**src/rtl/lane_muladd_pkg.sv**
```systemverilog
package lane_muladd_pkg;

  // Base term encodings
  typedef enum logic [2:0] {
    BASE_ZERO  = 3'd0,
    BASE_ACC   = 3'd1,
    BASE_S2    = 3'd2,
    BASE_S2HLF = 3'd3,
    BASE_S3    = 3'd4
  } baseSrc_t;

  // Strobes from control to datapath
  typedef struct packed {
    logic loadOperands;
    logic loadResult;
  } madStrobes_t;

endpackage

```
**src/rtl/lane_muladd_ctrl.sv**
```systemverilog
module lane_muladd_ctrl
  import lane_muladd_pkg::*;
(
  input  logic        clk,
  input  logic        rstN,
  input  logic        inValid,
  output madStrobes_t strobes,
  output logic        outValid
);

  logic stage1Valid;

  always_ff @(posedge clk) begin
    if (!rstN) begin
      stage1Valid <= 1'b0;
      outValid    <= 1'b0;
    end else begin
      stage1Valid <= inValid;
      outValid    <= stage1Valid;
    end
  end

  always_comb begin
    strobes.loadOperands = inValid;
    strobes.loadResult   = stage1Valid;
  end

  // an accepted input appears at the output two edges later
  assert_latency_R9: assert property (@(posedge clk) disable iff (!rstN)
    inValid |=> ##1 outValid);

  // no output without an input two edges earlier
  assert_no_spurious_R9: assert property (@(posedge clk) disable iff (!rstN)
    !inValid |=> ##1 !outValid);

endmodule

```
**src/rtl/lane_muladd_dp.sv**
```systemverilog
module lane_muladd_dp
  import lane_muladd_pkg::*;
#(
  parameter int DW = 8,
  parameter int FW = 10,
  parameter int RW = 24
) (
  input  logic          clk,
  input  logic          rstN,
  input  madStrobes_t   strobes,
  input  logic [DW-1:0] s1,
  input  logic [DW-1:0] s2,
  input  logic [DW-1:0] s3,
  input  logic [DW-1:0] accIn,
  input  logic [FW-1:0] f1,
  input  logic [FW-1:0] f2,
  input  logic          mask1,
  input  logic          mask2,
  input  logic [2:0]    aSel,
  input  logic          aXor,
  input  logic          bSel,
  input  logic          dSel,
  input  logic          dualMode,
  input  logic          maskMode,
  output logic [RW-1:0] result
);

  localparam int DIFW  = DW + 1;                 // signed difference width
  localparam int OPW   = FW + 1;                 // signed factor operand width
  localparam int PW    = DIFW + OPW;             // product width
  localparam int TERMS = 2;
  localparam logic [OPW-1:0] UNITY = OPW'(1) << DW;
  localparam logic [DW-1:0]  FLIP  = DW'(1) << (DW - 1);

  // ---------------- stage 1: operand selection ----------------
  logic [DW-1:0]          baseN;
  logic signed [DIFW-1:0] mulXN [TERMS];
  logic signed [OPW-1:0]  mulYN [TERMS];
  logic signed [OPW-1:0]  fac1, fac2;
  logic signed [DIFW-1:0] s1e, s2e, s3e;

  always_comb begin
    s1e = {1'b0, s1};
    s2e = {1'b0, s2};
    s3e = {1'b0, s3};

    unique case (baseSrc_t'(aSel))
      BASE_ACC:   baseN = accIn;
      BASE_S2:    baseN = s2;
      BASE_S2HLF: baseN = {1'b0, s2[DW-1:1]};
      BASE_S3:    baseN = s3;
      default:    baseN = '0;
    endcase
    if (aXor) baseN = baseN ^ FLIP;

    if (maskMode) begin
      fac1 = mask1 ? UNITY : '0;
      fac2 = mask2 ? UNITY : '0;
    end else begin
      fac1 = {f1[FW-1], f1};
      fac2 = {f2[FW-1], f2};
    end

    mulXN[0] = bSel ? (s1e - s3e) : s1e;
    mulYN[0] = dualMode ? fac1 : OPW'(s2e);
    mulXN[1] = dSel ? (s2e - s3e) : s3e;
    mulYN[1] = dualMode ? fac2 : '0;
  end

  logic [DW-1:0]          baseQ;
  logic signed [DIFW-1:0] mulXQ [TERMS];
  logic signed [OPW-1:0]  mulYQ [TERMS];

  always_ff @(posedge clk) begin
    if (!rstN) begin
      baseQ <= '0;
    end else if (strobes.loadOperands) begin
      baseQ <= baseN;
    end
  end

  // ---------------- stage 2: products and sum ----------------
  logic signed [RW-1:0] termExt [TERMS];

  for (genvar t = 0; t < TERMS; t++) begin : gTerm
    logic signed [PW-1:0] prod;

    always_ff @(posedge clk) begin
      if (!rstN) begin
        mulXQ[t] <= '0;
        mulYQ[t] <= '0;
      end else if (strobes.loadOperands) begin
        mulXQ[t] <= mulXN[t];
        mulYQ[t] <= mulYN[t];
      end
    end

    always_comb begin
      prod       = mulXQ[t] * mulYQ[t];
      termExt[t] = {{(RW-PW){prod[PW-1]}}, prod};
    end
  end

  logic signed [RW-1:0] sumN;

  always_comb begin
    sumN = {{(RW-DW){1'b0}}, baseQ};
    for (int t = 0; t < TERMS; t++) sumN = sumN + termExt[t];
  end

  always_ff @(posedge clk) begin
    if (!rstN) begin
      result <= '0;
    end else if (strobes.loadResult) begin
      result <= sumN;
    end
  end

  // the result register moves only on a result strobe
  assert_hold_R10: assert property (@(posedge clk) disable iff (!rstN)
    !strobes.loadResult |=> $stable(result));

  // in mask mode a registered factor is either zero or unity
  assert_mask_factor_R8: assert property (@(posedge clk) disable iff (!rstN)
    (strobes.loadOperands && maskMode && dualMode) |=>
      ((mulYQ[0] == '0 || mulYQ[0] == UNITY) && (mulYQ[1] == '0 || mulYQ[1] == UNITY)));

  // single-product form loads no second factor
  assert_single_no_second_R1: assert property (@(posedge clk) disable iff (!rstN)
    (strobes.loadOperands && !dualMode) |=> (mulYQ[1] == '0));

  // a result that is loaded is fully known
  assert_result_known_R2: assert property (@(posedge clk) disable iff (!rstN)
    strobes.loadResult |=> !$isunknown(result));

endmodule

```
**src/rtl/lane_muladd.sv**
```systemverilog
module lane_muladd
  import lane_muladd_pkg::*;
#(
  parameter int DW = 8,
  parameter int FW = 10,
  parameter int RW = 24
) (
  input  logic          clk,
  input  logic          rstN,
  input  logic          inValid,
  input  logic [DW-1:0] s1,
  input  logic [DW-1:0] s2,
  input  logic [DW-1:0] s3,
  input  logic [DW-1:0] accIn,
  input  logic [FW-1:0] f1,
  input  logic [FW-1:0] f2,
  input  logic          mask1,
  input  logic          mask2,
  input  logic [2:0]    aSel,
  input  logic          aXor,
  input  logic          bSel,
  input  logic          dSel,
  input  logic          dualMode,
  input  logic          maskMode,
  output logic          outValid,
  output logic [RW-1:0] result
);

  madStrobes_t strobes;

  lane_muladd_ctrl u_ctrl (
    .clk      (clk),
    .rstN     (rstN),
    .inValid  (inValid),
    .strobes  (strobes),
    .outValid (outValid)
  );

  lane_muladd_dp #(.DW(DW), .FW(FW), .RW(RW)) u_dp (
    .clk      (clk),
    .rstN     (rstN),
    .strobes  (strobes),
    .s1       (s1),
    .s2       (s2),
    .s3       (s3),
    .accIn    (accIn),
    .f1       (f1),
    .f2       (f2),
    .mask1    (mask1),
    .mask2    (mask2),
    .aSel     (aSel),
    .aXor     (aXor),
    .bSel     (bSel),
    .dSel     (dSel),
    .dualMode (dualMode),
    .maskMode (maskMode),
    .result   (result)
  );

endmodule

```
**config.mk**
```make
export PLATFORM = sky130hd
export DESIGN_NAME = lane_muladd
export DESIGN_NICKNAME = d
export VERILOG_FILES = /design/src/rtl/lane_muladd_pkg.sv /design/src/rtl/lane_muladd_ctrl.sv /design/src/rtl/lane_muladd_dp.sv /design/src/rtl/lane_muladd.sv
export SDC_FILE = /design/constraint.sdc
export NUM_CORES = 1
export LEC_CHECK = 0
export ABC_AREA = 1
export BUFFER_PORTS_ARGS = -buffer_cell sky130_fd_sc_hd__buf_2
export CAP_MARGIN = 5
export CORE_UTILIZATION = 40
export CTS_CLUSTER_SIZE = 24
export DETAILED_ROUTE_END_ITERATION = 12
export GPL_TIMING_DRIVEN = 0
export PLACE_DENSITY = 0.65
export REMOVE_ABC_BUFFERS = 1
export SYNTH_ARGS = -nofsm -noshare
export SYNTH_HDL_FRONTEND = slang
export SYNTH_SLANG_ARGS = --single-unit
```
**constraint.sdc**
```tcl
create_clock -name clk -period 9.8 [get_ports clk]
set_clock_uncertainty 0.15 [all_clocks]
set_input_delay 1.96 -clock clk [delete_from_list [all_inputs] [get_ports clk]]
set_output_delay 1.96 -clock clk [all_outputs]
set_load 0.01 [all_outputs]
```
# == Word level (Yosys, flattened, before mapping) ==
# Memories as Yosys holds them, arrays and structs flattened.
# Index checks and enable logic that the tools add are counted.
# totals
reg_bits,34
ram_bits,40
in_bits,65
output_inout_bits,25
wordCells,39
mem_count,2
# mem_list
name,words,width,rd,rd_clocked_by_memory_dff,wr,line_no,rtl
u_dp.mulYQ,2,11,2,0,2,lane_muladd_dp.sv:72,logic signed [OPW-1:0] mulYQ [TERMS];
u_dp.mulXQ,2,9,2,0,2,lane_muladd_dp.sv:71,logic signed [DIFW-1:0] mulXQ [TERMS];
# op_classes
n_addsub,4
n_mul,2
n_eq_ne,4
n_mux,18
n_bitwise,5
# ops
op,count
11-bit two-way mux,6
9-bit two-way mux,6
9-bit by 11-bit multiplier with 20-bit output,2
8-bit one-hot mux with 4 select lines,1
21-bit by 20-bit adder with 22-bit output,1
9-bit by 20-bit adder with 21-bit output,1
8-bit by 8-bit subtractor with 9-bit output,2
8-bit two-way mux,1
3-bit by 2-bit equality test with 1-bit output (second input constant),2
1-bit two-way mux,4
1-bit bitwise OR,4
3-bit by 1-bit equality test with 1-bit output (second input constant),1
3-bit equality test (second input constant),1
1-bit inverter,1

# == Logic depth before layout (Yosys ltp) ==
# logic_depth
ltp_word,4
depth_mapped,27
ltp_nobuf,26

# == Cells and area by module ==
# From an unflattened synthesis, not the netlist that was laid out.
# hier_totals
hier_cells,1454
hier_area_um2,11716.2
# modules_own_cells
module,n_inst,cells_per_inst,area_per_inst_um2,seq_area_each_um2
lane_muladd_dp,1,1446,11646.2,1741.7
lane_muladd_ctrl,1,8,70.1,40.0

# == Worst setup path after synthesis ==
# No wires, ideal clock.
# synth_path
path_kind,register to register
from,memory u_dp.mulXQ[0][0] (netlist bit)
to,register u_dp.result[22]
t_arrival_ns,5.325
required_time_ns,9.528
slack_ns,4.203
path_stages_with_launch,22
period_less_slack_ns,5.597
path_cell_list,edfxtp_1 -> clkbuf_1 -> nand2_1 -> fa_1 -> inv_1 -> fa_1 -> inv_1 -> fa_1 -> fa_1 -> inv_1 -> fa_1 -> inv_1 -> fa_1 -> inv_1 -> ha_1 -> ha_1 -> a21oi_1 -> o21ai_0 -> a21oi_1 -> nand3_1 -> nand2_1 -> a21oi_2
# synth_rtl
element,line_no,rtl
start: declaration,lane_muladd_dp.sv:71,
end signal: assignment,lane_muladd_dp.sv:115,result <= sumN;
end: declaration,lane_muladd_dp.sv:25,output logic [RW-1:0] result

==> results.md <==
* Outcome: finished, final reports clean
* Share of layout cells above drive strength 1 at 0.0995
* Die Wd at 173 um
* Synth top cells by count: inv_1 (405), nand2_1 (272), fa_1 (208), nor2_1 (103), ha_1 (98)
* Post-synthesis area per instance at 8.16 um2
* First-pass DRT Iterations at 5
* Share of flip-flops with an asynchronous set or reset at 0
* Die Y at 173 um
* Die area at 29900 um2
* Synth Flop Type: edfxtp_1
* Final Setup Violations at 0
* R2r endpoint: u_dp.result[22]$_SDFFE_PN0P_
* Initial antenna violation count at 0
* Vias at 8735
* Filler Cell Count at 2861
* Warnings, synthesis at 0
* Max Fclk at 163 MHz
* Worst hold start: u_dp.result[10]$_SDFFE_PN0P_
* Period utilization at 0.626
* Critical Path AT at 6.20 ns
* CTS tree: done
* Post-synth EDFFs at 38
* Synth Instances at 1433
* I/O Buffers at 89
* DR DRC count at 0
* Area of the multi-input gates at 8160 um2
* Setup slack, reg-to-reg at 3.66 ns
* Worst-Margin Slew at 0.738 ns
* CTS clk-pin slew, worst paths at 0.07 ns
* Area leader, netlist: fa_1
* Nets at 1854
* Hold buffers post-CTS at 0
* Total GRT Usage at 0.186
* R2R depth at 20
* Top cells by area, synth: fa_1 (36%), inv_1 (13%), ha_1 (10%)
* Initial core utilization at 0.407
* Netlist cell types at 37
* Core ar. at 28700 um2
* CP Launch Type: flip-flop
* CP Cell Sequence: nand2_1 > fa_1 > inv_1 > fa_1 > inv_1 > fa_1 > fa_1 > inv_1 > fa_1 > inv_1 > fa_1 > inv_1 > ha_1 > ha_1 > a21oi_1 > o21ai_0 > a21oi_1 > nand3_1 > nand2_1 > a21oi_2
* CTS resizes at 0
* Pins Over Slew Limit at 0
* Post-synthesis sequential area ratio at 0.152
* Unrepaired setup endpoints after global routing: no
* Register area at 1780 um2
* Worst Setup SP: u_dp.mulXQ[0][0]$_SDFFCE_PN0P_
* Clock tree sinks at 70
* Vias/cell at 4.67
* N_diodes at 0
* Hold EP: u_dp.result[10]$_SDFFE_PN0P_
* Pwr dens at 323 nW/um2
* Max IR drop VDD at 195 uV
* Grt ovf at 0
* Yosys top cell area share at 0.356
* P_leak at 7.22 nW
* WP data required at 9.86 ns
* RePlAce Congestion at 0.886
* Crit-path most repeated cell: fa_1
* Flops & latches, synth at 70
* Clk Latency, worst-skew pair at 0.35 ns
* Slowest cell on the critical path: edfxtp_1
* Final number of hold-violating endpoints at 0
* Number of global-route vias before repair at 9010
* Global-route wire length before repair at 44500 um
* Highest cell delay on the worst timing path at 0.63 ns
* Crit path kind: flip-flop to flip-flop
* Worst r2r src: u_dp.mulXQ[0][0]$_SDFFCE_PN0P_
* Overall power at 4.12 mW
* Clk root buf: clkbuf_16
* Minimum clock period at 6.14 ns
* Post-DP HPWL at 23300 um
* CTS H-Tree Depth at 3
* Crit end category: flip-flop
* WL final at 26500 um
* Hold slack at 0.335 ns
* Post-Syn Area at 11700 um2
* Slew HR at 0.508
* P&R area growth vs syn at 9.04%
* Post-CTS setup buffer count at 0
* Wirelength per Cell at 14.1 um
* Ports at 90
* CTS Buf Count at 9
* Post-route ant nets at 0
* Row count at 62
* Largest net degree at the start of global routing at 35
* Max_cap viols at 0
* Clock Tree Buf Depth at 2
* Max FO, Critical Path at 10
* First-iteration detailed-routing DRC count at 370
* Hold Crit Class: flip-flop to flip-flop
* Most frequent cell after synthesis: inv_1
* Hold depth at 2
* TNS Setup at 0 ns
==> cells by family after synthesis <==
kind of cell               synth area share
DFF                                   0.152
and+or+nand+nor                       0.164
AOI/OAI and AO/OA                    0.0585
xor gates and xnor gates             0.0150
buffers and inverters                 0.149
adders and majority gates             0.461
==> flip-flops by register name, summed over array words and instances (netlist names) <==
| name | cells |
|---|---|
| u_dp.baseQ | 8 |
| u_dp.mulYQ | 20 |
| u_ctrl.stage1Valid | 1 |
| u_ctrl.outValid | 1 |
| u_dp.mulXQ | 18 |
| u_dp.result | 22 |
==> worst max-delay path by stage <==
| stage | end | slack [ns] | cells past startpoint |
|---|---|---|---|
| 4_1_cts | u_dp.result[22]$_SDFFE_PN0P_ | 3.61 | 20 |
| 5_1_grt | u_dp.result[22]$_SDFFE_PN0P_ | 3.31 | 21 |
| 3_3_place_gp | u_dp.result[22]$_SDFFE_PN0P_ | 3.69 | 20 |
| 2_1_floorplan | u_dp.result[22]$_SDFFE_PN0P_ | 4.30 | 20 |
| 6_report | u_dp.result[22]$_SDFFE_PN0P_ | 3.66 | 20 |
| 3_5_place_dp | u_dp.result[22]$_SDFFE_PN0P_ | 3.62 | 20 |
==> routing by layer <==
| metal | vias to the layer above | GRT usage | share of wire |
|---|---|---|---|
| met5 | - | 0 | 0 |
| met4 | 0 | 0.0450 | 0.016 |
| met3 | 33 | 0.0290 | 0.050 |
| met2 | 223 | 0.309 | 0.46 |
| met1 | 4175 | 0.256 | 0.47 |
| li1 | 4304 | - | - |
==> worst max-delay path: cells and delay by family (launching register included) <==
family / cells / cell delay [ns]
adder cells (fa/ha/maj): 8 / 3.73
flip-flops: 1 / 0.63
buffers and inverters: 5 / 0.60
AO/OA/AOI/OAI: 4 / 0.48
AND/OR/NAND/NOR: 3 / 0.42
==> report_power, final <==
part           internal [mW]  switching (mW)
Sequential             0.358          0.0593
Combinational           1.26            2.08
Clock                  0.225           0.139
Total                   1.84            2.28
==> cell usage in the layout, fill, tap and decap left out, types with 5 or more instances in the layout <==
cell type  instances
a21oi_1           39
clkbuf_16          9
nand4_1            5
nand3_1           32
edfxtp_1          38
o21ai_1            7
o22ai_1           13
a21oi_2            5
o21ai_0           47
nand2_1          272
nor2_1           103
buf_2             89
inv_1            405
or2_2             12
ha_1              98
fa_1             208
nand3_2            7
nor2_2             5
xor2_1            16
nand2_2            9
dfxtp_1           31
==> metrics by stage <==
stage          setup slack (ns)  utilization  area, um2  cells
2_1_floorplan              4.30            -      11500   1382
3_3_place_gp               3.69        0.432      12400   1855
3_5_place_dp               3.62        0.433      12400   1856
4_1_cts                    3.61        0.444      12700   1872
5_1_grt                    3.31        0.444      12700   1872
6_report                   3.66        0.444      12700   1872
==> final cells by class <==
class / count / share of cell area
multi-input cells: 905 / 0.640
flip-flops and latches: 70 / 0.140
inverters: 407 / 0.120
well taps: 384 / 0.0377
repair buffers: 90 / 0.0371
clock buffers: 10 / 0.0180
clock inverters: 6 / 0.00726
Note: power is estimated with default switching activity, not from simulation.
